==> src/rtl/can_irq_pkg.sv <==
package can_irq_pkg;
  localparam int unsigned N_ERR  = 3;
  localparam int unsigned N_LINE = 3;
  localparam int unsigned AW     = 3;
  localparam int unsigned STATE_CLR_BIT = 3;

  typedef enum logic [AW-1:0] {
    A_SLOT_CLR = 3'd0,
    A_ERR_CLR  = 3'd1,
    A_SLOT_MSK = 3'd2,
    A_ERR_MSK  = 3'd3,
    A_FLAG_CLR = 3'd4,
    A_LINE_EN  = 3'd5
  } reg_addr_e;
endpackage

==> src/rtl/can_irq_sts.sv <==
module can_irq_sts #(
  parameter int unsigned W = 16
) (
  input  logic         clk_i,
  input  logic         rst_ni,
  input  logic [W-1:0] set_i,
  input  logic [W-1:0] clr_i,
  output logic [W-1:0] sts_o
);
  logic [W-1:0] sts_q;

  // set has priority over a same-cycle clear
  always_ff @(posedge clk_i or negedge rst_ni) begin
    if (!rst_ni) sts_q <= '0;
    else         sts_q <= (sts_q & ~clr_i) | set_i;
  end

  assign sts_o = sts_q;

  // every pulsed bit is set afterwards, even with a clear
  p_set_sticks_r1: assert property (@(posedge clk_i) disable iff (!rst_ni)
    (|set_i) |=> ((sts_q & $past(set_i)) == $past(set_i)));

  // no bit falls without a software clear
  p_no_hw_clear_r8: assert property (@(posedge clk_i) disable iff (!rst_ni)
    ((sts_q & ~clr_i) != '0) |=> (($past(sts_q) & ~$past(clr_i) & ~sts_q) == '0));
endmodule

==> src/rtl/can_irq_req.sv <==
module can_irq_req
  import can_irq_pkg::*;
#(
  parameter int unsigned NSLOT = 16,
  parameter int unsigned DW    = 16
) (
  input  logic              clk_i,
  input  logic              rst_ni,
  input  logic [NSLOT-1:0]  slot_sts_i,
  input  logic [N_ERR-1:0]  err_sts_i,
  input  logic              wr_en_i,
  input  reg_addr_e         wr_addr_i,
  input  logic [DW-1:0]     wr_data_i,
  output logic [N_LINE-1:0] flag_o,
  output logic [N_LINE-1:0] irq_o
);
  logic [NSLOT-1:0]  slot_msk_q;
  logic [N_ERR-1:0]  err_msk_q;
  logic [N_LINE-1:0] en_q, flag_q, flag_clr;
  logic              comb_req, comb_q, rise;

  always_ff @(posedge clk_i or negedge rst_ni) begin
    if (!rst_ni) begin
      slot_msk_q <= '0;
      err_msk_q  <= '0;
      en_q       <= '0;
    end else if (wr_en_i) begin
      if (wr_addr_i == A_SLOT_MSK) slot_msk_q <= wr_data_i[NSLOT-1:0];
      if (wr_addr_i == A_ERR_MSK)  err_msk_q  <= wr_data_i[N_ERR-1:0];
      if (wr_addr_i == A_LINE_EN)  en_q       <= wr_data_i[N_LINE-1:0];
    end
  end

  assign comb_req = (|(slot_sts_i & slot_msk_q)) | (|(err_sts_i & err_msk_q));
  assign rise     = comb_req & ~comb_q;
  assign flag_clr = (wr_en_i && wr_addr_i == A_FLAG_CLR) ? wr_data_i[N_LINE-1:0] : '0;

  always_ff @(posedge clk_i or negedge rst_ni) begin
    if (!rst_ni) begin
      comb_q <= 1'b0;
      flag_q <= '0;
    end else begin
      comb_q <= comb_req;
      flag_q <= (flag_q & ~flag_clr) | {N_LINE{rise}};
    end
  end

  assign flag_o = flag_q;

  for (genvar k = 0; k < N_LINE; k++) begin : g_line
    assign irq_o[k] = flag_q[k] & (|en_q);
  end

  // a fresh rise of the combined request sets every flag
  p_rise_sets_all_r5: assert property (@(posedge clk_i) disable iff (!rst_ni)
    (comb_req && !comb_q) |=> (&flag_q));

  // with the request held high and no clear, flags do not move
  p_no_new_edge_r7: assert property (@(posedge clk_i) disable iff (!rst_ni)
    (comb_q && comb_req && flag_clr == '0) |=> $stable(flag_q));

  // pending outputs need an enabled line
  p_irq_gate_r6: assert property (@(posedge clk_i) disable iff (!rst_ni)
    (irq_o != '0) |-> (en_q != '0));
endmodule

==> src/rtl/can_irq_aggr.sv <==
module can_irq_aggr
  import can_irq_pkg::*;
#(
  parameter int unsigned NSLOT = 16,
  parameter int unsigned DW    = 16
) (
  input  logic              clk_i,
  input  logic              rst_ni,
  input  logic [NSLOT-1:0]  slot_tx_done_i,
  input  logic [NSLOT-1:0]  slot_rx_done_i,
  input  logic              bus_err_i,
  input  logic              err_passive_i,
  input  logic              bus_off_i,
  input  logic              wr_en_i,
  input  logic [AW-1:0]     wr_addr_i,
  input  logic [DW-1:0]     wr_data_i,
  output logic [NSLOT-1:0]  slot_sts_o,
  output logic [N_ERR-1:0]  err_sts_o,
  output logic              bus_err_state_o,
  output logic [N_LINE-1:0] req_flag_o,
  output logic [N_LINE-1:0] irq_o
);
  reg_addr_e        addr;
  logic [NSLOT-1:0] slot_clr;
  logic [N_ERR-1:0] err_clr;
  logic             state_clr;

  assign addr      = reg_addr_e'(wr_addr_i);
  assign slot_clr  = (wr_en_i && addr == A_SLOT_CLR) ? wr_data_i[NSLOT-1:0] : '0;
  assign err_clr   = (wr_en_i && addr == A_ERR_CLR)  ? wr_data_i[N_ERR-1:0] : '0;
  assign state_clr = wr_en_i && addr == A_ERR_CLR && wr_data_i[STATE_CLR_BIT];

  can_irq_sts #(.W(NSLOT)) u_slot_sts (
    .clk_i (clk_i),
    .rst_ni(rst_ni),
    .set_i (slot_tx_done_i | slot_rx_done_i),
    .clr_i (slot_clr),
    .sts_o (slot_sts_o)
  );

  can_irq_sts #(.W(N_ERR)) u_err_sts (
    .clk_i (clk_i),
    .rst_ni(rst_ni),
    .set_i ({bus_off_i, err_passive_i, bus_err_i}),
    .clr_i (err_clr),
    .sts_o (err_sts_o)
  );

  can_irq_sts #(.W(1)) u_state (
    .clk_i (clk_i),
    .rst_ni(rst_ni),
    .set_i (bus_err_i),
    .clr_i (state_clr),
    .sts_o (bus_err_state_o)
  );

  can_irq_req #(.NSLOT(NSLOT), .DW(DW)) u_req (
    .clk_i     (clk_i),
    .rst_ni    (rst_ni),
    .slot_sts_i(slot_sts_o),
    .err_sts_i (err_sts_o),
    .wr_en_i   (wr_en_i),
    .wr_addr_i (addr),
    .wr_data_i (wr_data_i),
    .flag_o    (req_flag_o),
    .irq_o     (irq_o)
  );

  // a bus error shows in the state flag and status bit 0 together
  p_buserr_same_r3: assert property (@(posedge clk_i) disable iff (!rst_ni)
    bus_err_i |=> (bus_err_state_o && err_sts_o[0]));
endmodule

==> config.mk <==
export PLATFORM = sky130hd
export DESIGN_NAME = can_irq_aggr
export DESIGN_NICKNAME = d
export VERILOG_FILES = /design/src/rtl/can_irq_pkg.sv /design/src/rtl/can_irq_sts.sv /design/src/rtl/can_irq_req.sv /design/src/rtl/can_irq_aggr.sv
export SDC_FILE = /design/constraint.sdc
export NUM_CORES = 1
export LEC_CHECK = 0
export ABC_AREA = 1
export BUFFER_PORTS_ARGS = -buffer_cell sky130_fd_sc_hd__buf_2
export CORE_MARGIN = 3
export CORE_UTILIZATION = 47
export DETAILED_ROUTE_END_ITERATION = 10
export PLACE_DENSITY = 0.78
export SYNTH_ARGS = -nofsm -noshare
export SYNTH_HDL_FRONTEND = slang
export SYNTH_SLANG_ARGS = --single-unit
==> constraint.sdc <==
create_clock -name clk_i -period 1.4 [get_ports clk_i]
set_clock_uncertainty 0.1 [all_clocks]
set_input_delay 0.21 -clock clk_i [delete_from_list [all_inputs] [get_ports clk_i]]
set_output_delay 0.21 -clock clk_i [all_outputs]
set_load 0.03 [all_outputs]
==> metrics.md <==
| Metric | Value |
|---|---|
| Status | complete, but fails checks |
| Failing checks | setup timing |
| Vias per cell | 4.66 |
| Die area | 5130 sq um |
| Drt wl/cell | 11.7 um |
| FF+latch area | 1150 sq um |
| Final WL | 4720 um |
| Core Footprint | 4090 sq um |
| # IOs | 83 |
| Total gr overflow | 0 |
| Final Cycle Share | 104% |
| IO Port Bufs | 82 |
| Fin nets | 411 |
| Post-synth net total | 290 |
| Worst Path Arrival | 1.15 ns |
| Mean post-synth cell area | 8.68 sq um |
| Drt drc | 0 |
| RePlAce Congestion | 0.763 |
| Post-DP HPWL | 3220 um |
| RSZ-0062 raised after global routing | yes |
| Post-route ant nets | 0 |
| Initial Utilization | 49.5% |
| Vias in the first global route | 1791 |
| Worst setup margin | -0.0625 ns |
| DIE HEIGHT | 71.6 um |
| Final Hold Fails | 0 |
| Post-Syn Instances | 233 |
| CP Class | flip-flop to output port |
| Synth warn | 0 |
| Slowest Stage Delay on Critical Path | 0.41 ns |
| Worst-path clk slew | 0.08 ns |
| Tot Pwr | 3070 uW |
| Max cap viols | 0 |
| First-pass GRT wire length | 8060 um |
| Power density over cell area | 1040 nW/um^2 |
| Setup Viol. Count Final | 3 |
| Yosys reg bits | 46 |
| GRT Total Usage | 20.2% |
| Fin. max-slew vios | 0 |
| Minimum clock period after layout | 1.46 ns |
| P_leak | 0.00148 uW |
| DR iter-0 viols | 82 |
| Fillers | 318 |
| Sequential-to-total area share from yosys stat | 56.9% |
| Mapped cell area | 2020 sq um |
| Data required, critical path | 1.09 ns |
| CTS buffer count | 5 |
| Cells along the critical path | nor3_4 -> nor2_1 -> buf_4 |
| Largest net degree at the start of global routing | 33 |
| H-tree Lvls | 2 |
| Hold Crit Class | primary input to flip-flop |
| Total iterations of the first detailed-routing run | 4 |
| Max Freq | 0.684 GHz |
| Multi-input gate area | 747 sq um |
| Initial antenna violation count | 0 |
| Crit path max fanout | 3 |
| Worst path top cell family by delay | flip-flops |
| Crit path launch type | flip-flop |
| Synth cell types | 16 |
| Critical-path top delay cell | dfrtp_1 |
| Area Growth Syn to Fin | 45.6% |
| Clk_lat worst skew | 0.29 ns |
| Setup TNS Final | -0.164 ns |
| Die Wd | 71.6 um |
| CTS max path bufs | 2 |
| CTS tree | built |
| Share of cells above drive strength 1 | 32.6% |
| Vias | 1879 |
| Row count | 23 |
| Bufs and invs on worst path | 1 |
| Worst relative slew slack | 70.7% |
| # clock sinks | 46 |
| Peak VDD IR | 0.000626 V |
| Critical Path End Type | output port |
| Diode count | 0 |
| Worst Max-Slew Pin Slew | 0.438 ns |
| Root Driver | clkbuf_8 |
-- layout by cell type (no fill, tap or decap) --
cell	n
nand3_2	1
o21ai_0	19
o21bai_2	1
buf_2	79
dlygate4sd3_1	31
nand2_1	78
inv_1	26
or2_2	1
nor3_4	1
nor2_1	26
nand3_1	2
o21ai_2	16
buf_4	5
nor2_4	1
buf_12	3
dfrtp_1	46
clkbuf_8	6
o21ai_1	10
nand2_2	1
-- path summary, 6_finish.rpt --
path                       slack (ns)              endpoint            startpoint  cells past startpoint
setup / recovery                -0.06              irq_o[0]         u_req.en_q[2]                      3
hold / removal                   0.01  u_slot_sts.sts_o[13]    slot_rx_done_i[13]                      3
setup reg to reg                 0.10          u_req.comb_q  u_slot_sts.sts_o[14]                      5
hold reg to reg                  0.39   u_req.slot_msk_q[5]   u_req.slot_msk_q[5]                      2
max in group asynchronous        0.49   u_slot_sts.sts_o[8]                rst_ni                      3
min in group asynchronous        0.28    u_err_sts.sts_o[2]                rst_ni                      2
-- cells in the mapped netlist --
cell type,count,area (sq um)
nor2_1,26,97.6
nor3_1,1,5.00
nand2_1,78,293
nand2_2,1,6.26
o21ai_1,10,50.1
or2_2,1,6.26
inv_1,26,97.6
o21ai_2,16,140
dfrtp_1,46,1150
o21bai_1,1,7.51
nand3_2,1,10.0
nand3_1,2,10.0
nor2_4,1,11.3
buf_4,1,7.51
o21ai_0,19,95.1
buf_6,3,33.8
-- report_power, final --
| part | total [uW] | switching (uW) | internal (uW) |
|---|---|---|---|
| sequential | 1560 | 87.6 | 1480 |
| combinational | 725 | 400 | 324 |
| clock | 781 | 400 | 381 |
| total | 3070 | 888 | 2180 |
-- per-stage QoR --
stage                     util [%]  hold slack (ns)  cell area [sq um]  cells  worst slack, ns
final                         72.0           0.0146               2940    403          -0.0625
after global routing          72.0          0.00885               2940    403           -0.116
after CTS                     71.8         0.000908               2930    403          -0.0839
after detailed placement      61.7           0.0700               2520    365          -0.0133
after global placement        61.7           0.0678               2520    365           0.0695
after floorplan                  -           -0.186               2020    233           0.0972
-- per-layer routing --
metal  wire, um  part of all wire, %  global-route usage [%]
met5          0                    0                       0
met4        111                  2.4                    7.52
met3        371                  7.9                    5.47
met2       2230                   47                    32.9
met1       2010                   43                    25.8
-- final cells by class --
class	instances	share of cell area, %
multi-input combinational	157	25.4
clock buffer	6	2.80
tap	50	2.12
sequential	46	39.1
timing repair buffer	118	27.3
inverter	26	3.31
-- cell families after synthesis --
group / count (synthesis) / synth area share [%]
AOI/OAI and AO/OA: 46 / 14.5
and+or+nand+nor: 111 / 21.7
DFF: 46 / 56.9
buffers and inverters: 30 / 6.87
-- worst reg2reg max path, stage by stage, from the launching register on --
cell	delay (ns)
dfrtp_1	0.40
nand2_1	0.08
nand2_1	0.06
nor2_1	0.14
nand3_1	0.13
or2_2	0.29
-- sequential cells by signal (all words and copies together) (netlist names) --
signal and cells:
u_req.comb_q 1, u_err_sts.sts_o 3, u_req.err_msk_q 3, u_state.sts_o 1
u_req.slot_msk_q 16, u_req.en_q 3, u_req.flag_o 3, u_slot_sts.sts_o 16
-- timing repair --
action                                  in CTS  in global routing
endpoints found under the hold margin       30                  0
setup buffers                                1                  0
gates resized for setup                      4                  2
hold buffers                                31                  0
pin swaps                                    1                  1
endpoints found under the setup margin       3                  4
(Power assumes the default switching activity.)
